===== src/rtl/htx_pkg.sv =====
// Package htx_pkg: shared types and constants of the HDLC transmit FIFO controller.
// Assumes LSB-first bit order on the line and the reflected CRC-16 used by HDLC.
package htx_pkg;
    localparam logic [1:0]  FUNC_LAST = 2'b01;
    localparam logic [7:0]  FLAG_PAT  = 8'h7E;
    localparam logic [15:0] CRC_POLY  = 16'h8408;
    localparam logic [15:0] CRC_INIT  = 16'hFFFF;

    typedef enum logic [1:0] {ST_FLAG, ST_DATA, ST_FCS, ST_ABORT} ser_st_e;

    typedef struct packed {
        logic       last;
        logic [7:0] data;
    } fifo_ent_t;

    // One bit of the reflected CRC-16 update.
    function automatic logic [15:0] crc_step(input logic [15:0] c, input logic b);
        logic fb;
        fb = c[0] ^ b;
        return {1'b0, c[15:1]} ^ (fb ? CRC_POLY : 16'h0000);
    endfunction
endpackage


===== src/rtl/htx_byte_fifo.sv =====
// Module htx_byte_fifo: circular byte store with an end-of-frame flag per entry.
// Pushes into a full store are dropped. The head entry is read combinationally.
module htx_byte_fifo
    import htx_pkg::*;
#(
    parameter int DEPTH = 16,
    localparam int AW = $clog2(DEPTH),
    localparam int CW = $clog2(DEPTH + 1)
) (
    input  logic          clk,
    input  logic          rst_n,
    input  logic          push,
    input  fifo_ent_t     push_ent,
    input  logic          pop,
    output fifo_ent_t     head,
    output logic          empty,
    output logic [CW-1:0] level
);
    fifo_ent_t mem [DEPTH];
    logic [AW-1:0] wp, rp;
    logic full, do_push, do_pop;

    // Accept and remove qualifiers.
    always_comb begin
        full    = (level == CW'(DEPTH));
        empty   = (level == '0);
        do_push = push && !full;
        do_pop  = pop && !empty;
        head    = mem[rp];
    end

    // Entry storage, written on accepted pushes only.
    always_ff @(posedge clk) begin
        if (do_push) mem[wp] <= push_ent;
    end

    // Pointer and level bookkeeping with wrap at DEPTH.
    always_ff @(posedge clk) begin
        if (!rst_n) begin
            wp    <= '0;
            rp    <= '0;
            level <= '0;
        end else begin
            if (do_push) wp <= (wp == AW'(DEPTH - 1)) ? '0 : wp + AW'(1);
            if (do_pop)  rp <= (rp == AW'(DEPTH - 1)) ? '0 : rp + AW'(1);
            level <= level + CW'(do_push) - CW'(do_pop);
        end
    end

    AST_LEVEL_BOUND: assert property (@(posedge clk) disable iff (!rst_n)
        level <= CW'(DEPTH));
    AST_FULL_DROP: assert property (@(posedge clk) disable iff (!rst_n)
        (full && push && !pop) |=> (level == CW'(DEPTH)));
endmodule


===== src/rtl/htx_serializer.sv =====
// Module htx_serializer: HDLC bit engine. Sends idle flags and frames with zero
// insertion and FCS, aborts on underrun and discards the rest of an aborted frame.
// Assumes bit_en paces the line and the byte source is the FIFO head.
module htx_serializer
    import htx_pkg::*;
(
    input  logic       clk,
    input  logic       rst_n,
    input  logic       bit_en,
    input  fifo_ent_t  head,
    input  logic       empty,
    output logic       pop,
    output logic       line,
    output logic       done_p,
    output logic       und_p,
    output logic       rx_v,
    output logic [7:0] rx_d,
    output logic       rx_l
);
    ser_st_e     st;
    logic [2:0]  idx, ones, ones_nx;
    logic [7:0]  sh, byte_q, fcs2;
    logic [15:0] crc, crc_nx;
    logic        cur_last, fcs_second, pend, discard;
    logic        stuff_now, cur_bit, byte_end;
    logic        load_first, load_next, drop_pop;

    // Next-bit values and the byte fetch decisions.
    always_comb begin
        stuff_now  = (ones == 3'd5);
        cur_bit    = sh[0];
        crc_nx     = crc_step(crc, cur_bit);
        ones_nx    = cur_bit ? ones + 3'd1 : 3'd0;
        byte_end   = (idx == 3'd7);
        load_first = bit_en && st == ST_FLAG && !pend && byte_end && !empty && !discard;
        load_next  = bit_en && st == ST_DATA && !stuff_now && byte_end && !cur_last && !empty;
        drop_pop   = discard && !empty;
        pop        = load_first || load_next || drop_pop;
    end

    // Line state machine, one step per enabled bit.
    always_ff @(posedge clk) begin
        if (!rst_n) begin
            st <= ST_FLAG; idx <= '0; ones <= '0; sh <= '0; byte_q <= '0;
            fcs2 <= '0; crc <= CRC_INIT; cur_last <= 1'b0; fcs_second <= 1'b0;
            pend <= 1'b0; discard <= 1'b0; line <= 1'b1; done_p <= 1'b0;
            und_p <= 1'b0; rx_v <= 1'b0; rx_d <= '0; rx_l <= 1'b0;
        end else begin
            done_p <= 1'b0;
            und_p  <= 1'b0;
            rx_v   <= 1'b0;
            if (drop_pop && head.last) discard <= 1'b0;
            if (bit_en) begin
                case (st)
                    ST_FLAG: begin
                        if (pend) begin
                            line <= 1'b0;
                            pend <= 1'b0;
                        end else begin
                            line <= FLAG_PAT[idx];
                            idx  <= idx + 3'd1;
                            if (load_first) begin
                                st       <= ST_DATA;
                                sh       <= head.data;
                                byte_q   <= head.data;
                                cur_last <= head.last;
                                crc      <= CRC_INIT;
                                ones     <= '0;
                            end
                        end
                    end
                    ST_DATA: begin
                        if (stuff_now) begin
                            line <= 1'b0;
                            ones <= '0;
                        end else begin
                            line <= cur_bit;
                            ones <= ones_nx;
                            crc  <= crc_nx;
                            sh   <= {1'b0, sh[7:1]};
                            idx  <= idx + 3'd1;
                            if (byte_end) begin
                                rx_v <= 1'b1;
                                rx_d <= byte_q;
                                rx_l <= cur_last;
                                if (cur_last) begin
                                    st         <= ST_FCS;
                                    sh         <= ~crc_nx[7:0];
                                    fcs2       <= ~crc_nx[15:8];
                                    fcs_second <= 1'b0;
                                end else if (!empty) begin
                                    sh       <= head.data;
                                    byte_q   <= head.data;
                                    cur_last <= head.last;
                                end else begin
                                    st      <= ST_ABORT;
                                    und_p   <= 1'b1;
                                    discard <= 1'b1;
                                end
                            end
                        end
                    end
                    ST_FCS: begin
                        if (stuff_now) begin
                            line <= 1'b0;
                            ones <= '0;
                        end else begin
                            line <= cur_bit;
                            ones <= ones_nx;
                            sh   <= {1'b0, sh[7:1]};
                            idx  <= idx + 3'd1;
                            if (byte_end) begin
                                if (!fcs_second) begin
                                    sh         <= fcs2;
                                    fcs_second <= 1'b1;
                                end else begin
                                    st     <= ST_FLAG;
                                    done_p <= 1'b1;
                                    pend   <= (ones_nx == 3'd5);
                                end
                            end
                        end
                    end
                    default: begin
                        line <= 1'b1;
                        idx  <= idx + 3'd1;
                        if (byte_end) st <= ST_FLAG;
                    end
                endcase
            end
        end
    end

    AST_STUFF_LIMIT: assert property (@(posedge clk) disable iff (!rst_n)
        (st == ST_DATA || st == ST_FCS) |-> (ones <= 3'd5));
    AST_DONE_SINGLE: assert property (@(posedge clk) disable iff (!rst_n)
        done_p |=> !done_p);
    AST_DISCARD_IDLE: assert property (@(posedge clk) disable iff (!rst_n)
        discard |-> (st != ST_DATA));
endmodule


===== src/rtl/htx_irq.sv =====
// Module htx_irq: sticky interrupt status bits with write-one-to-clear.
// Assumes set sources are single-cycle or level events and set wins over clear.
module htx_irq #(
    parameter int NB = 3
) (
    input  logic          clk,
    input  logic          rst_n,
    input  logic [NB-1:0] set,
    input  logic [NB-1:0] clr,
    output logic [NB-1:0] status
);
    // Hold, clear and set of every status bit.
    always_ff @(posedge clk) begin
        if (!rst_n) status <= '0;
        else        status <= (status & ~clr) | set;
    end

    AST_STICKY: assert property (@(posedge clk) disable iff (!rst_n)
        1'b1 |=> ((status & $past(status & ~clr)) == $past(status & ~clr)));
endmodule


===== src/rtl/htx_fifo_ctrl.sv =====
// Module htx_fifo_ctrl: per-channel HDLC transmit FIFO controller top.
// Ties the byte FIFO, the bit engine and the interrupt bits together.
// Assumes the host never writes faster than one byte per cycle.
module htx_fifo_ctrl
    import htx_pkg::*;
#(
    parameter int DEPTH = 16,
    localparam int CW = $clog2(DEPTH + 1)
) (
    input  logic          clk,
    input  logic          rst_n,
    input  logic          wr_en,
    input  logic [7:0]    wr_data,
    input  logic [1:0]    wr_func,
    output logic [CW-1:0] free_cnt,
    input  logic [CW-1:0] thresh,
    input  logic [2:0]    irq_clr,
    output logic [2:0]    irq_status,
    input  logic          bit_tick,
    input  logic          loop_en,
    output logic          tx_bit,
    output logic          rx_wr_en,
    output logic [7:0]    rx_data,
    output logic          rx_last
);
    fifo_ent_t     wr_ent, head;
    logic          empty, pop, line, done_p, und_p, rx_v, rx_l_i;
    logic [7:0]    rx_d;
    logic [CW-1:0] level;
    logic [2:0]    irq_set;

    // Host entry, free space, interrupt sources and loopback routing.
    always_comb begin
        wr_ent.data = wr_data;
        wr_ent.last = (wr_func == FUNC_LAST);
        free_cnt    = CW'(DEPTH) - level;
        irq_set     = {und_p, done_p, (level < thresh)};
        tx_bit      = loop_en ? 1'b1 : line;
        rx_wr_en    = rx_v && loop_en;
        rx_data     = rx_d;
        rx_last     = rx_l_i;
    end

    htx_byte_fifo #(.DEPTH(DEPTH)) u_fifo (
        .clk(clk), .rst_n(rst_n), .push(wr_en), .push_ent(wr_ent),
        .pop(pop), .head(head), .empty(empty), .level(level)
    );

    htx_serializer u_ser (
        .clk(clk), .rst_n(rst_n), .bit_en(bit_tick), .head(head), .empty(empty),
        .pop(pop), .line(line), .done_p(done_p), .und_p(und_p),
        .rx_v(rx_v), .rx_d(rx_d), .rx_l(rx_l_i)
    );

    htx_irq #(.NB(3)) u_irq (
        .clk(clk), .rst_n(rst_n), .set(irq_set), .clr(irq_clr), .status(irq_status)
    );
endmodule


===== config.mk =====
export PLATFORM = sky130hd
export DESIGN_NAME = htx_fifo_ctrl
export DESIGN_NICKNAME = d
export VERILOG_FILES = /design/src/rtl/htx_pkg.sv /design/src/rtl/htx_byte_fifo.sv /design/src/rtl/htx_serializer.sv /design/src/rtl/htx_irq.sv /design/src/rtl/htx_fifo_ctrl.sv
export SDC_FILE = /design/constraint.sdc
export NUM_CORES = 1
export LEC_CHECK = 0
export BUFFER_PORTS_ARGS = -buffer_cell sky130_fd_sc_hd__buf_2
export CORE_ASPECT_RATIO = 0.7
export CORE_UTILIZATION = 60
export DETAILED_ROUTE_END_ITERATION = 10
export PLACE_DENSITY = 0.79
export SYNTH_ARGS = -nofsm -noshare
export SYNTH_HDL_FRONTEND = slang
export SYNTH_HIERARCHICAL = 1
export SYNTH_SLANG_ARGS = --single-unit

===== constraint.sdc =====
create_clock -name clk -period 3.9 [get_ports clk]
set_input_delay 0.195 -clock clk [delete_from_list [all_inputs] [get_ports clk]]
set_output_delay 0.195 -clock clk [all_outputs]
set_load 0.1 [all_outputs]

# After elaboration in Yosys (flattened, before gate mapping)
# Memories as Yosys holds them, arrays and structs flattened. A register that Yosys moved wholly into a read port is not among the register bits.
# Index checks and enable logic that the tools add are counted.
[word_totals] regBits=81 out_inout_bits=19 inputBits=23 mem_bits_ro=8 n_memories=2 ram_bits=144 wordCells=191
[op_classes] bitwise_logic=13 add_sub_neg=7 eq_ne=21 order_cmp=2 reduce_logical=46 mux=79
[mem_list] memory="u_fifo.mem" depth=16 width=9 rd=1 rd_ports_with_merged_regs=1 write_ports=1 line="htx_byte_fifo.sv:19" rtl="fifo_ent_t mem [DEPTH];"
[mem_list] memory="(no name shown)" depth=8 width=1 rd=1 rd_ports_with_merged_regs=1 write_ports=0 line="htx_serializer.sv:60" rtl="line <= FLAG_PAT[idx];"
[ops] cell="8-bit two-way mux" n=13
[ops] cell="16-bit two-way mux" n=4
[ops] cell="16-bit case mux with 2 select lines" n=1
[ops] cell="1-bit two-way mux" n=30
[ops] cell="3-bit two-way mux" n=8
[ops] cell="8-bit case mux with 3 select lines" n=1
[ops] cell="2-bit two-way mux" n=10
[ops] cell="4-bit two-way mux" n=4
[ops] cell="8-bit NOT" n=2
[ops] cell="8-bit case mux with 2 select lines" n=1
[ops] cell="15-bit by 16-bit bitwise XOR with 16-bit output" n=1
[ops] cell="1-bit logical AND" n=15
[ops] cell="5-bit AND reduction" n=3
[ops] cell="2-bit inequality test, second input constant" n=6
[ops] cell="3-bit case mux with 2 select lines" n=2
[ops] cell="6-bit AND reduction" n=2
[ops] cell="2-bit by 1-bit inequality test with 1-bit output, second input constant" n=5
[ops] cell="10-bit AND reduction" n=1
[ops] cell="2-bit nonzero test" n=5
[ops] cell="3-bit equality test, second input constant" n=3
[ops] cell="4-bit by 1-bit adder with 4-bit output, second input constant" n=2
[ops] cell="4-bit equality test, second input constant" n=2
[ops] cell="1-bit case mux with 2 select lines" n=4
[ops] cell="4-bit AND reduction" n=2
[ops] cell="other kinds (28)" n=41

# Depth between registers and ports, before layout
# Gate-level depths: netlist (run 1).
[depth] word_depth=11 ltp_mapped=17 mapped_depth_nobuf=16

# Modules after synthesis
# The synthesis (run 1) kept the hierarchy.
[by_module_without_submodules] mod="htx_byte_fifo" seq_area_each_um2=4664.5 instances=1 cells_each=332 area_per_inst_um2=6485.0
[by_module_without_submodules] mod="htx_serializer" seq_area_each_um2=1321.3 instances=1 cells_each=393 area_per_inst_um2=3235.6
[by_module_without_submodules] mod="htx_fifo_ctrl" seq_area_each_um2=0.0 instances=1 cells_each=25 area_per_inst_um2=188.9
[by_module_without_submodules] mod="htx_irq" seq_area_each_um2=60.1 instances=1 cells_each=9 area_per_inst_um2=123.9

# Least setup slack after synthesis (run 1)
# Ideal clock, no wire load.
[synth_path] path_kind="register -> register" start="register u_fifo.level[0]" end="register u_fifo.level[4]" setup_slack_ns=0.409 t_required_ns=3.784 path_stages_with_launch=16 t_arrival_ns=3.376 setup_time_ns=0.116 period_less_slack_ns=3.491 n_path_buf=1 path_cell_list="dfxtp_1 -> or4b_4 -> inv_1 -> buf_2 -> a21oi_1 -> nand2_1 -> inv_1 -> ha_1 -> inv_1 -> ha_1 -> inv_1 -> fa_1 -> nand2b_1 -> a21oi_1 -> o21ai_0 -> and3b_1"
[synth_via] elab_chain_cells=8 elab_cells_between_ends=14 classes_between="add/sub: 2; eq/ne: 1; reduce/logical: 11"
[synth_rtl] item="from (decl)" line="htx_byte_fifo.sv:17" rtl="output logic [CW-1:0] level"
[synth_rtl] item="from (signal assigned)" line="htx_byte_fifo.sv:46" rtl="level <= level + CW'(do_push) - CW'(do_pop);"
[synth_rtl] item="5-bit logical NOT (*)" line="htx_byte_fifo.sv:26" rtl="empty = (level == '0);"
[synth_rtl] item="named net empty" line="htx_fifo_ctrl.sv:27" rtl="logic empty, pop, line, done_p, und_p, rx_v, rx_l_i;"
[synth_rtl] item="1-bit logical NOT (*)" line="htx_serializer.sv:35, htx_serializer.sv:36, htx_serializer.sv:37"
[synth_rtl] item="1-bit logical AND (2 in a row)" line="htx_serializer.sv:35" rtl="load_first = bit_en && st == ST_FLAG && !pend && byte_end && !empty && !discard;"
[synth_rtl] item="1-bit logical OR" line="htx_serializer.sv:38" rtl="pop = load_first || load_next || drop_pop;"
[synth_rtl] item="1-bit logical OR (*)" line="htx_serializer.sv:38"
[synth_rtl] item="named net pop" line="htx_fifo_ctrl.sv:27"
[synth_rtl] item="1-bit logical AND (*)" line="htx_byte_fifo.sv:28" rtl="do_pop = pop && !empty;"
[synth_rtl] item="5-bit by 1-bit subtractor with 5-bit output (*)" line="htx_byte_fifo.sv:46"
# Mark *: on every way through the listed nets, which the timed path passes. The rest lies on a longest branch.
# A chain may end at the register's enable or synchronous reset.

# Worst setup path in the final report (run 1)
[layout_path] start="register u_ser.idx[0]" end="register u_fifo.level[4]"
[layout_via] elab_chain_cells=8 elab_cells_between_ends=11 classes_between="add/sub: 1; eq/ne: 1; reduce/logical: 9"
[layout_rtl] item="from (decl)" line="htx_serializer.sv:21" rtl="logic [2:0] idx, ones, ones_nx;"
[layout_rtl] item="from (signal assigned)" line="htx_serializer.sv:61" rtl="idx <= idx + 3'd1;"
[layout_rtl] item="from (signal assigned)" line="htx_serializer.sv:81" rtl="idx <= idx + 3'd1;"
[layout_rtl] item="from (signal assigned)" line="htx_serializer.sv:111" rtl="idx <= idx + 3'd1;"
[layout_rtl] item="3-bit equality test (*)" line="htx_serializer.sv:34" rtl="byte_end = (idx == 3'd7);"
[layout_rtl] item="named net u_ser.byte_end" line="htx_serializer.sv:25" rtl="logic stuff_now, cur_bit, byte_end;"
[layout_rtl] item="1-bit logical AND, on equally long branches (3 in a row)" line="htx_serializer.sv:35, htx_serializer.sv:36"
[layout_rtl] item="1-bit logical OR (*) (2 in a row)" line="htx_serializer.sv:38"
[layout_rtl] item="named net pop" line="htx_fifo_ctrl.sv:27"
[layout_rtl] item="1-bit logical AND (*)" line="htx_byte_fifo.sv:28"
[layout_rtl] item="5-bit by 1-bit subtractor with 5-bit output (*)" line="htx_byte_fifo.sv:46"
# Marked as above.

==> results of run 1 <==
## registers in the layout (all words and copies together) (netlist names), 2 cells and up, named ones only
signal,cells
u_fifo/mem,144
u_ser/sh,8
u_ser/crc,16
u_ser/ones,3
u_fifo/level,5
u_ser/fcs2,8
u_irq/status,3
u_ser/rx_d,8
u_fifo/wp,4
u_fifo/rp,4
u_ser/st,2
u_ser/idx,3
u_ser/byte_q,8
## area by class of cell
class	instances	area [um2]	area share
clock buffer	26	597	0.0537
clock inverter	14	131	0.0118
inverter	29	109	0.00979
multi-input combinational	458	3640	0.328
sequential	230	6050	0.544
tap	225	282	0.0253
timing repair buffer	53	308	0.0277
## worst max-delay path, cell delays in order, from the launching register on
cell	delay, ns
dfxtp_1	0.35
ha_1	0.16
ha_1	0.37
a21bo_2	0.30
o31a_1	0.26
a21oi_1	0.27
nand2_1	0.20
inv_1	0.10
ha_1	0.23
inv_1	0.06
ha_1	0.17
inv_1	0.06
fa_1	0.39
nand2b_1	0.18
a21oi_1	0.18
o21ai_0	0.09
and3b_1	0.18
## routing by layer
metal / global-route usage / up-vias
li1: - / 2923
met1: 0.352 / 3128
met2: 0.421 / 360
met3: 0.0524 / 52
met4: 0.0798 / 0
met5: 0 / -
## synth_stat cells (5+ instances only)
cell type / n
nor2_1: 30
buf_6: 5
nand2b_1: 6
clkbuf_1: 16
nand2_1: 75
nor2b_1: 10
mux2i_1: 8
dfxtp_1: 86
nand3_1: 21
edfxtp_1: 144
a22oi_1: 18
o221ai_1: 6
a22o_1: 7
nor4_1: 5
and3_1: 9
mux2_2: 7
xnor2_1: 7
ha_1: 25
a21oi_1: 22
mux4_1: 16
a31oi_1: 7
a21boi_0: 14
inv_1: 28
mux4_2: 20
nor3_1: 24
o21ai_0: 38
buf_2: 14
and2_1: 21
## path summary, 6_finish.rpt
| check | end |
|---|---|
| setup reg to reg | u_fifo/level[4] |
| hold reg to reg | u_irq/status[1] |
| setup / recovery | u_fifo/level[4] |
| hold / removal | u_irq/status[1] |
## logic make-up (layout without fill, tap and decap cells)
kind of cell | count (synthesis) | in the layout
compound gates | 146 | 146
buf+inv | 71 | 122
flops | 230 | 230
fa+ha+maj | 26 | 26
mux | 51 | 51
simple gates | 225 | 225
xor+xnor | 10 | 10
## power by group through the flow
stage | Combinational, uW | Sequential (uW) | Clock, uW
global placement | 836 | 2750 | 0
CTS | 882 | 2700 | 2150
floorplan | 637 | 2780 | 0
detailed placement | 873 | 2750 | 0
finish | 887 | 2700 | 2110
global route | 943 | 2710 | 2240
## per-stage QoR
step            util  instance area (um2)  hold slack [ns]
2_1_floorplan      -                10000            0.294
3_3_place_gp   0.635                10400            0.421
3_5_place_dp   0.635                10400            0.431
4_1_cts        0.680                11100           0.0140
5_1_grt        0.680                11100           0.0207
6_report       0.680                11100           0.0281
==> summary.txt, run 1 <==
Synth
  • YS warnings: 6
  • Number of register bits inferred by synthesis: 230
  • Post-Syn Area: 0.0100 mm2
  • Post-Synth XOR/XNOR Area: 0.00873
  • Largest family of logic cells by synthesized area: simple AND/OR/NAND/NOR gates
  • Post-Synth Simple-Gate Area: 0.115
  • Async S/R FF share, synth: 0
  • Syn nets: ~800
  • Post-synth top flop: edfxtp_1
  • Synth Area in Compound Gates: 0.101
  • Top area cells in the synthesized netlist: edfxtp_1 (43%), dfxtp_1 (17%), mux4_2 (4.5%), mux4_1 (4.2%), ha_1 (3.1%)
  • Mapped Cells: 759
  • Synth cell types: 74
  • Register area share after synthesis: 0.603
  • EDFF count, synth: 144
  • Share of the synthesized area in the top cell type: 0.431
  • Syn_area_per_cell: 13.2 um2
  • Post-synthesis mux area share: 0.103
  • Yosys top cell by area: edfxtp_1
  • Post-synthesis adder-cell area fraction: 0.0332

Route
  • Vias per inst: approximately 6.2
  • WL/cell: 20.8 um
  • Top Metal Used: met4
  • First-pass iteration count of the detailed router: 6
  • Met1 wire length: 8930 um
  • Routed WL: around 22,000 um
  • Drc violations: 0
  • Antenna viol nets, final: 0
  • Met3 wire len: 2150 um
  • Initial DRC count: between 700 and 800
  • Vias: 6,463
  • Met2 WL post-DR: between 9000 and 10,000 um

Clocking
  • Num CTS Buffers: 22
  • Post-CTS Resized: 0
  • CTS root buf: clkbuf_16
  • Clock tree sinks: 230
  • Clock slew seen by the registers of the worst setup and hold paths: 0.06 ns
  • Postcts setup bufs: 0
  • Worst skew pair latency: 0.51 ns
  • CTS tree: yes
  • Hold buffers post-CTS: 0
  • Max Buffers Root-to-Sink: 3
  • Max H-tree Level: 1

Global route
  • Total track usage: 0.258
  • Vias in the first global route: between 6,000 and 7,000
  • Total gr overflow: 0
  • First-pass GRT wire length: 33,200 um
  • Largest net degree at the start of global routing: 52
  • Initial antenna violation count: 0

Timing
  • Final setup viols: 0
  • RSZ-0062 raised after global routing: no
  • Max-slew violation count: 0
  • Layout Skew: 0.0155 ns
  • Tcrit/Tclk final: 0.936
  • Fin. Hold Viols: 0
  • Worst-Margin Slew: 1.01 ns
  • Setup TNS: 0 ns
  • FMAX: 274 MHz
  • Period minus WS final: 3.65 ns
  • Setup slack after layout: approximately 0.25 ns
  • Max transition margin: 0.325

Finish
  • Ant. Diodes: 0
  • Layout net count: 843
  • Most frequent cells in the layout: edfxtp_1 (144), dfxtp_1 (85), nand2_1 (75), buf_2 (41), o21ai_0 (38)
  • Share of layout cells above drive strength 1: 0.178
  • Fillers: 1,126
  • Commonest non-fill, non-tap cell in the layout: edfxtp_1
  • Non-Filler Instances: 1,035
  • Area Growth Syn to Fin: 10.8%

Worst hold path
  • Hold path depth: 3
  • Hold Startpoint: irq_clr[1]
  • Worst hold path class: input port to flip-flop

Setup path
  • CP Capture Type: flip-flop
  • Critical Path Fanout Max: 11
  • Worst Path Arrival: 4.05 ns
  • Crit start category: flip-flop
  • Critical path class: flip-flop to flip-flop
  • Reg2reg path depth: 16
  • R2R setup slack: 0.25 ns
  • Crit path launch: u_ser/idx[0]
  • Worst R2R Start: u_ser/idx[0]
  • Data required, critical path: 4.29 ns

Floorplan
  • Die height: around 110 um
  • Row Count: 39
  • Die Width: 157 um
  • Area of the die: 0.0173 mm2
  • IO Pins: 42
  • Initial Util: 0.614
  • Placeable core region: 0.0163 mm2

Place
  • Post-DP HPWL: 13,800 um
  • PortBufs: 41
  • Gp weighted congestion: 0.924
  • Placed cell count: 995
  • Setup WS pre-CTS: 0.335 ns

Flow run
  • Max_cap viols: 0

Power
  • Switching Power: 1590 uW
  • Net Sw Frac: 0.278
  • Sequential power share: 0.474
  • Power, Total: around 5700 uW
  • Cell area power density: 513 mW/mm2
  • Leak pwr: 0.00387 uW
  • Pint: 4110 uW
  • Worst vdd ir: 879 uV
  • Clk pwr share: 0.370
  • Logic pwr share: 0.156

Outcome
  • Outcome: completed
Power figures use the tool's default switching activity.
==> run 2, diff against run 1 <==
- SYNTH_HIERARCHICAL: 1 -> not set
==> run 2 against run 1 <==
Effect of this change:
- die area fell by 2.4%
- highest routed layer unchanged
- critical path type unchanged
- final cell count fell by 2.2%
- combinational power fell by 15%
- core utilization rose by 1.2 points
- critical endpoint is now u_fifo.level[4]
- clock skew fell by 0.0051 ns
- power fell by 2.2%
- non-clock buffer count fell by 2
==> summary.txt, run 2 <==
Route
  • Initial DRC count: 694 (-11%)
  • Routed WL: 21,400 um (-0.85%)
  • First-pass iteration count of the detailed router: 6 (unchanged)
  • Drc violations: 0 (unchanged)
  • Antenna viol nets, final: 0 (unchanged)
  • WL/cell: 21.1 um (+1.4%)
  • Vias per inst: 6.25 (+0.15%)
  • Vias: 6,329 (-2.1%)

Setup path
  • Critical Path Fanout Max: 6 (-5)
  • Bufs and invs on worst path: 1 (-2)
  • CP delay by family, top: adder cells
  • Data required, critical path: 4.33 ns (+0.04 ns)
  • Cells along the critical path: ha_1 > ha_1 > a21boi_0 > a31oi_1 > a21oi_1 > ha_1 > inv_1 > ha_1 > fa_1 > a21oi_1 > nor2_1 > or3_1 > a21oi_1
  • Max incr delay on CP: 0.41 ns (+0.02 ns)
  • R2R setup slack: 0.57 ns (+0.33 ns)
  • Worst Path Arrival: 3.76 ns (-0.29 ns)
  • Crit path top cell by count: ha_1
  • CP Capture Type: flip-flop
  • Worst path slowest cell: fa_1
  • Critical path class: flip-flop to flip-flop
  • Crit start category: flip-flop

Timing
  • Final setup viols: 0 (unchanged)
  • Fin. Hold Viols: 0 (unchanged)
  • Worst-Margin Slew: 1.22 ns (+0.214 ns)
  • Tcrit/Tclk final: 0.853 (-0.0833)
  • Setup TNS: 0 ns (unchanged)
  • Layout Skew: 0.0104 ns (-0.00509 ns)
  • Period minus WS final: 3.33 ns (-0.325 ns)
  • RSZ-0062 raised after global routing: no
  • Max-slew violation count: 0 (unchanged)
  • Setup slack after layout: 0.574 ns (+0.325 ns)
  • Max transition margin: 0.185 (-0.141)
  • Worst hold slack: 0.0867 ns (+0.0586 ns)
  • FMAX: 301 MHz (+9.8%)

Place
  • Gp weighted congestion: 0.873 (-5.5%)
  • Setup WS pre-CTS: 0.595 ns (+0.259 ns)
  • PortBufs: 41 (unchanged)
  • Placed cell count: 971 (-2.4%)
  • Post-DP HPWL: 14,200 um (+2.4%)

Finish
  • Layout net count: 829 (-1.7%)
  • Top flop regs: u_fifo.mem: 144 flops, u_ser.crc: 16 flops
  • Largest register FFs: 144 (unchanged)
  • Commonest non-fill, non-tap cell in the layout: edfxtp_1
  • Most frequent cells in the layout: edfxtp_1 (144), dfxtp_1 (85), nand2_1 (62), o21ai_0 (45), nor2_1 (43)
  • Share of layout cells above drive strength 1: 0.146 (-0.0313)
  • Non-Filler Instances: 1,012 (-2.2%)
  • Top reg by flops: u_fifo.mem
  • Area Growth Syn to Fin: 11.2%
  • Fillers: 1,036 (-8.0%)
  • Ant. Diodes: 0 (unchanged)

Synth
  • Synth cell types: 59 (-20%)
  • Mapped Cells: 742 (-2.2%)
  • Syn_area_per_cell: 13.2 um2 (-0.18%)
  • Top area cells in the synthesized netlist: edfxtp_1 (44%), dfxtp_1 (18%), mux4_2 (5.3%), ha_1 (3.6%), mux4_1 (3.5%)
  • Post-synth top flop: edfxtp_1
  • YS warnings: 0 (-6)
  • Share of the synthesized area in the top cell type: 0.442 (+0.0107)
  • Count leader, synth: edfxtp_1
  • Register area share after synthesis: 0.618 (+0.0149)
  • Yosys top cell by area: edfxtp_1
  • Async S/R FF share, synth: 0 (unchanged)
  • Commonest cells in the netlist: edfxtp_1 (144), dfxtp_1 (86), nand2_1 (62)
  • Syn nets: 794 (-1.7%)
  • EDFF count, synth: 144 (unchanged)
  • Number of register bits inferred by synthesis: 230 (unchanged)
  • Post-Syn Area: 0.00979 mm2 (-2.4%)

Floorplan
  • Row Count: 38 (-2.6%)
  • Initial Util: 0.622 (+0.00834)
  • Die height: 109 um (-1.2%)
  • Placeable core region: 0.0157 mm2 (-3.7%)
  • Die Width: 155 um (-1.2%)
  • Area of the die: 0.0168 mm2 (-2.4%)
  • IO Pins: 42 (unchanged)

Clocking
  • Postcts setup bufs: 0 (unchanged)
  • Clock tree sinks: 230 (unchanged)
  • Num CTS Buffers: 22 (unchanged)
  • Max Buffers Root-to-Sink: 3 (unchanged)
  • Hold buffers post-CTS: 2 (+2)
  • CTS tree: yes
  • Clock slew seen by the registers of the worst setup and hold paths: 0.06 ns (about the same)
  • Max H-tree Level: 1 (unchanged)
  • CTS root buf: clkbuf_16
  • Post-CTS Resized: 0 (unchanged)
  • Worst skew pair latency: 0.51 ns (about the same)

Global route
  • Largest net degree at the start of global routing: 37 (-29%)
  • First-pass GRT wire length: 33,500 um (+0.79%)
  • Initial antenna violation count: 0 (unchanged)
  • Vias in the first global route: 6,050 (-2.5%)
  • Total gr overflow: 0 (unchanged)
  • Total track usage: 0.265 (+0.00748)

Power
  • Sequential power share: 0.483 (+0.009)
  • Pint: 4110 uW (-0.16%)
  • Net Sw Frac: 0.263 (-0.0153)
  • Cell area power density: 512 mW/mm2 (-0.20%)
  • Logic pwr share: 0.135 (-0.021)
  • Switching Power: 1470 uW (-7.6%)
  • Leak pwr: 0.00379 uW (-2.2%)
  • Worst vdd ir: 793 uV (-9.8%)
  • Clk pwr share: 0.382 (+0.012)
  • Power, Total: 5570 uW (-2.2%)

Worst hold path
  • Worst hold path class: input port to flip-flop

Outcome
  • Outcome: completed

Flow run
  • Max_cap viols: 0 (unchanged)
run 2: cell types whose count changed after synthesis, moves of 9 or more:
| cell | delta |
|---|---|
| nor2_1 | +13 |
| clkbuf_1 | +11 |
| nor3_1 | -16 |
| nand2_1 | -13 |
| a21oi_1 | +16 |
| nand3_1 | -9 |
| nand3b_1 | +12 |
| a21boi_0 | -10 |
| a211oi_1 | +9 |
run 2: final cells by class:
type	count	area, um2	share of cell area
Multi-Input combinational cell	443	3440	0.316
Clock inverter	11	118	0.0108
Sequential cell	230	6050	0.555
Inverter	29	109	0.0100
Timing Repair Buffer	51	285	0.0262
Tap cell	220	275	0.0253
Clock buffer	28	614	0.0564
run 2: power groups by stage:
stage,clock [uW],sequential [uW],combinational (uW)
after floorplan,0,2750,568
after global placement,0,2730,717
after detailed placement,0,2740,740
after CTS,2150,2690,747
after global routing,2240,2690,810
final,2130,2690,751
run 2: per-stage QoR:
step / util / cell area [um2]
3_5_place_dp: 0.644 / 10100
2_1_floorplan: - / 9790
3_3_place_gp: 0.644 / 10100
4_1_cts: 0.692 / 10900
5_1_grt: 0.692 / 10900
6_report: 0.692 / 10900
run 2: worst paths after layout:
path                startpoint               end  cells past startpoint
hold reg to reg   u_ser.done_p   u_irq.status[1]                      2
hold / removal      wr_data[0]  u_fifo.mem[2][0]                      1
setup reg to reg  u_ser.idx[0]   u_fifo.level[4]                     13
setup / recovery  u_ser.idx[0]   u_fifo.level[4]                     13
run 2: layer usage:
layer / part of all wire / wire [um] / global-route usage / vias to the layer above
met1: 0.44 / 9450 / 0.400 / 3082
met4: 0.021 / 459 / 0.0693 / 0
li1: - / - / - / 2848
met5: 0 / 0 / 0 / -
met2: 0.44 / 9440 / 0.398 / 349
met3: 0.095 / 2030 / 0.0497 / 50
run 2: kinds of logic after synthesis:
| family | after synthesis | share of synthesized area |
|---|---|---|
| AOI/OAI and AO/OA | 154 | 0.0985 |
| xor gates and xnor gates | 12 | 0.0107 |
| adders and majority gates | 29 | 0.0378 |
| buffers and inverters | 69 | 0.0311 |
| DFF | 230 | 0.618 |
| muxes | 51 | 0.103 |
| and+or+nand+nor | 197 | 0.101 |
==> run 3, diff against run 2 <==
- ABC_AREA: not set -> 1
- REMOVE_ABC_BUFFERS: not set -> 1
==> run 3 against run 2 <==
Effect of this change:
- clock-buffer cell count unchanged
- critical path depth up 4
- combinational power up 40%
- clock skew down 0.0031 ns
- critical path type unchanged
- worst hold slack worse by 0.029 ns
- register-to-register slack better by 0.22 ns
- sequential share of layout area down 0.55 points
==> summary.txt, run 3 <==
Outcome
  • Outcome: completed

Place
  • Gp weighted congestion: 0.948 (+8.5%)
  • PortBufs: 41 (unchanged)
  • Post-DP HPWL: 14,200 um (+0.67%)
  • Setup WS pre-CTS: 0.881 ns (+0.287 ns)

Timing
  • Max-slew violation count: 0 (unchanged)
  • Final setup viols: 0 (unchanged)
  • Setup slack after layout: 0.791 ns (+0.217 ns)
  • Setup TNS: 0 ns (unchanged)
  • Fin. Hold Viols: 0 (unchanged)
  • Max transition margin: 0.303 (+0.119)
  • FMAX: 322 MHz (+7.0%)
  • RSZ-0062 raised after global routing: no
  • Period minus WS final: 3.11 ns (-0.217 ns)
  • Worst-Margin Slew: 1.04 ns (-0.179 ns)
  • Tcrit/Tclk final: 0.797 (-0.0556)
  • Layout Skew: 0.00736 ns (-0.00308 ns)

Clocking
  • Post-CTS Resized: 0 (unchanged)
  • Worst skew pair latency: 0.50 ns (about the same)
  • Max Buffers Root-to-Sink: 3 (unchanged)
  • Num CTS Buffers: 22 (unchanged)
  • Max H-tree Level: 1 (unchanged)
  • Clock tree sinks: 230 (unchanged)
  • CTS tree: yes
  • Clock slew seen by the registers of the worst setup and hold paths: 0.06 ns (about the same)
  • CTS root buf: clkbuf_16

Synth
  • Async S/R FF share, synth: 0 (unchanged)
  • Share of the synthesized area in the top cell type: 0.435 (-0.00651)
  • Synth cell types: 46 (-22%)
  • Register area share after synthesis: 0.608 (-0.00910)
  • Syn_area_per_cell: 10.0 um2 (-24%)
  • Number of register bits inferred by synthesis: 230 (unchanged)
  • Post-synthesis mux area share: 0 (-0.103)
  • Count leader, synth: o21ai_0
  • Mapped Cells: 991 (+34%)
  • EDFF count, synth: 144 (unchanged)
  • Top area cells in the synthesized netlist: edfxtp_1 (44%), dfxtp_1 (17%), o21ai_0 (7.5%), nor2_1 (4.6%), a21oi_1 (3.7%)
  • Post-Synth Simple-Gate Area: 0.112 (+0.0109)
  • Synth Area in Compound Gates: 0.172 (+0.0736)
  • Post-synth top flop: edfxtp_1
  • Post-Syn Area: 0.00994 mm2 (+1.5%)
  • Largest family of logic cells by synthesized area: compound AO/OA/AOI/OAI gates
  • Yosys top cell by area: edfxtp_1
  • Post-Synth XOR/XNOR Area: 0.00705 (-0.00368)
  • YS warnings: 0 (unchanged)
  • Commonest cells in the netlist: o21ai_0 (149), edfxtp_1 (144), nor2_1 (123)
  • Post-synthesis adder-cell area fraction: 0.0373 (-0.000557)

Power
  • Switching Power: 1740 uW (+19%)
  • Pint: 4040 uW (-1.7%)
  • Logic pwr share: 0.181 (+0.046)
  • Worst vdd ir: 845 uV (+6.6%)
  • Cell area power density: 526 mW/mm2 (+2.7%)
  • Net Sw Frac: 0.302 (+0.0384)
  • Sequential power share: 0.481 (-0.002)
  • Power, Total: 5780 uW (+3.7%)
  • Clk pwr share: 0.338 (-0.044)
  • Leak pwr: 0.00425 uW (+12%)

Finish
  • Multi-input gate area: 0.00326 mm2 (-5.2%)
  • Top reg by flops: u_fifo.mem
  • Layout Utilization: 0.695 (+0.00272)
  • Most frequent cells in the layout: o21ai_0 (149), edfxtp_1 (144), nor2_1 (123), inv_1 (97), nand2_1 (97)
  • Ant. Diodes: 0 (unchanged)
  • Commonest non-fill, non-tap cell in the layout: o21ai_0
  • Largest register FFs: 144 (unchanged)
  • Area Growth Syn to Fin: 10.7%
  • Share of layout cells above drive strength 1: 0.103 (-0.0437)
  • Top flop regs: u_fifo.mem: 144 flops, u_ser.crc: 16 flops
  • Register area: 0.00605 mm2 (unchanged)
  • Layout net count: 1,078 (+30%)
  • Fillers: 1,156 (+12%)

Floorplan
  • Die Width: 156 um (+0.73%)
  • Initial Util: 0.628 (+0.00551)
  • IO Pins: 42 (unchanged)
  • Row Count: 38 (unchanged)
  • Die height: 110 um (+0.73%)
  • Placeable core region: 0.0158 mm2 (+0.60%)
  • Area of the die: 0.0171 mm2 (+1.5%)

Route
  • Initial DRC count: 740 (+6.6%)
  • WL/cell: 17.4 um (-18%)
  • Vias: 7,318 (+16%)
  • First-pass iteration count of the detailed router: 5 (-1)
  • Drc violations: 0 (unchanged)
  • Vias per inst: 5.80 (-7.2%)
  • Antenna viol nets, final: 0 (unchanged)
  • Routed WL: 21,900 um (+2.6%)

Setup path
  • CP Capture Type: flip-flop
  • Data required, critical path: 4.33 ns (about the same)
  • Critical path class: flip-flop to flip-flop
  • Worst Path Arrival: 3.54 ns (-0.22 ns)
  • R2R setup slack: 0.79 ns (+0.22 ns)
  • Crit start category: flip-flop
  • Critical Path Fanout Max: 13 (+7)

Global route
  • Total gr overflow: 0 (unchanged)
  • Largest net degree at the start of global routing: 73 (+97%)
  • First-pass GRT wire length: 34,800 um (+3.8%)
  • Total track usage: 0.265 (about the same)
  • Vias in the first global route: 6,644 (+9.8%)
  • Initial antenna violation count: 0 (unchanged)

Flow run
  • Max_cap viols: 0 (unchanged)

Worst hold path
  • Worst hold path class: input port to flip-flop
==> run 3: cell types whose count changed after synthesis, sizes merged, moves of 11 or more <==
cell	previous run	this run
a21oi	38	77
a22oi	12	0
and2	22	0
buf	12	23
inv	29	102
mux2i	13	0
mux4	36	0
nand2	62	98
nand3	12	32
nand3b	13	0
nor2	43	125
o211ai	1	17
o21ai	46	156
o221ai	2	24
==> run 3: area by class of cell <==
type / count / area share
well taps: 220 / 0.0250
clock buffers: 28 / 0.0540
clock inverters: 11 / 0.00523
inverters: 107 / 0.0370
multi-input cells: 605 / 0.297
repair buffers: 60 / 0.0323
flip-flops and latches: 230 / 0.550
==> run 3: kinds of logic after synthesis <==
logic type               after synthesis
XOR/XNOR                               8
buffers and inverters                156
adder cells (fa/ha/maj)               29
AO/OA/AOI/OAI                        298
flip-flops                           230
AND/OR/NAND/NOR                      270
==> run 3: worst paths after layout <==
path | endpoint | startpoint | cells after the start
setup / recovery | u_fifo.level[4] | u_ser.st[1] | 17
hold / removal | u_fifo.mem[5][1] | wr_data[1] | 1
setup reg to reg | u_fifo.level[4] | u_ser.st[1] | 17
hold reg to reg | u_irq.status[1] | u_ser.done_p | 2
==> run 3: power groups by stage <==
stage / sequential (uW) / clock (uW) / combinational, uW
6_report: 2780 / 1950 / 1050
5_1_grt: 2790 / 2070 / 1150
4_1_cts: 2780 / 1960 / 1040
3_5_place_dp: 2830 / 0 / 1030
3_3_place_gp: 2830 / 0 / 1020
2_1_floorplan: 2850 / 0 / 754
==> run 3: worst max-delay path, cell delays in order (launching register included) <==
cell and delay (ns):
dfxtp_1 0.33, inv_1 0.12, ha_1 0.45, nand2_1 0.19
nor3_4 0.22, nand2_1 0.09, nand3_1 0.08, nand2_1 0.15
inv_2 0.13, ha_1 0.13, inv_1 0.04, ha_1 0.20
fa_1 0.38, nand2_1 0.10, a21oi_1 0.06, nor2_1 0.13
o21ai_0 0.09, a21oi_1 0.15
==> run 3: layer usage <==
layer	wire (um)	vias to the layer above	track usage	part of all wire
li1	-	3535	-	-
met5	0	-	0	0
met1	10300	3361	0.413	0.47
met2	9000	387	0.378	0.41
met3	2330	35	0.0572	0.11
met4	344	0	0.0623	0.016
==> run 3: repair_timing <==
action                                 CTS  global route
hold buffers                             3             0
setup buffers                            0             0
endpoints found under the hold margin    3             0
==> run 3: through the flow <==
step	std cells	hold WS, ns	area [um2]
after floorplan	942	0.288	9710
after global placement	1219	0.423	10300
after detailed placement	1219	0.435	10300
after CTS	1261	0.0485	11000
after global routing	1261	0.0584	11000
final	1261	0.0576	11000
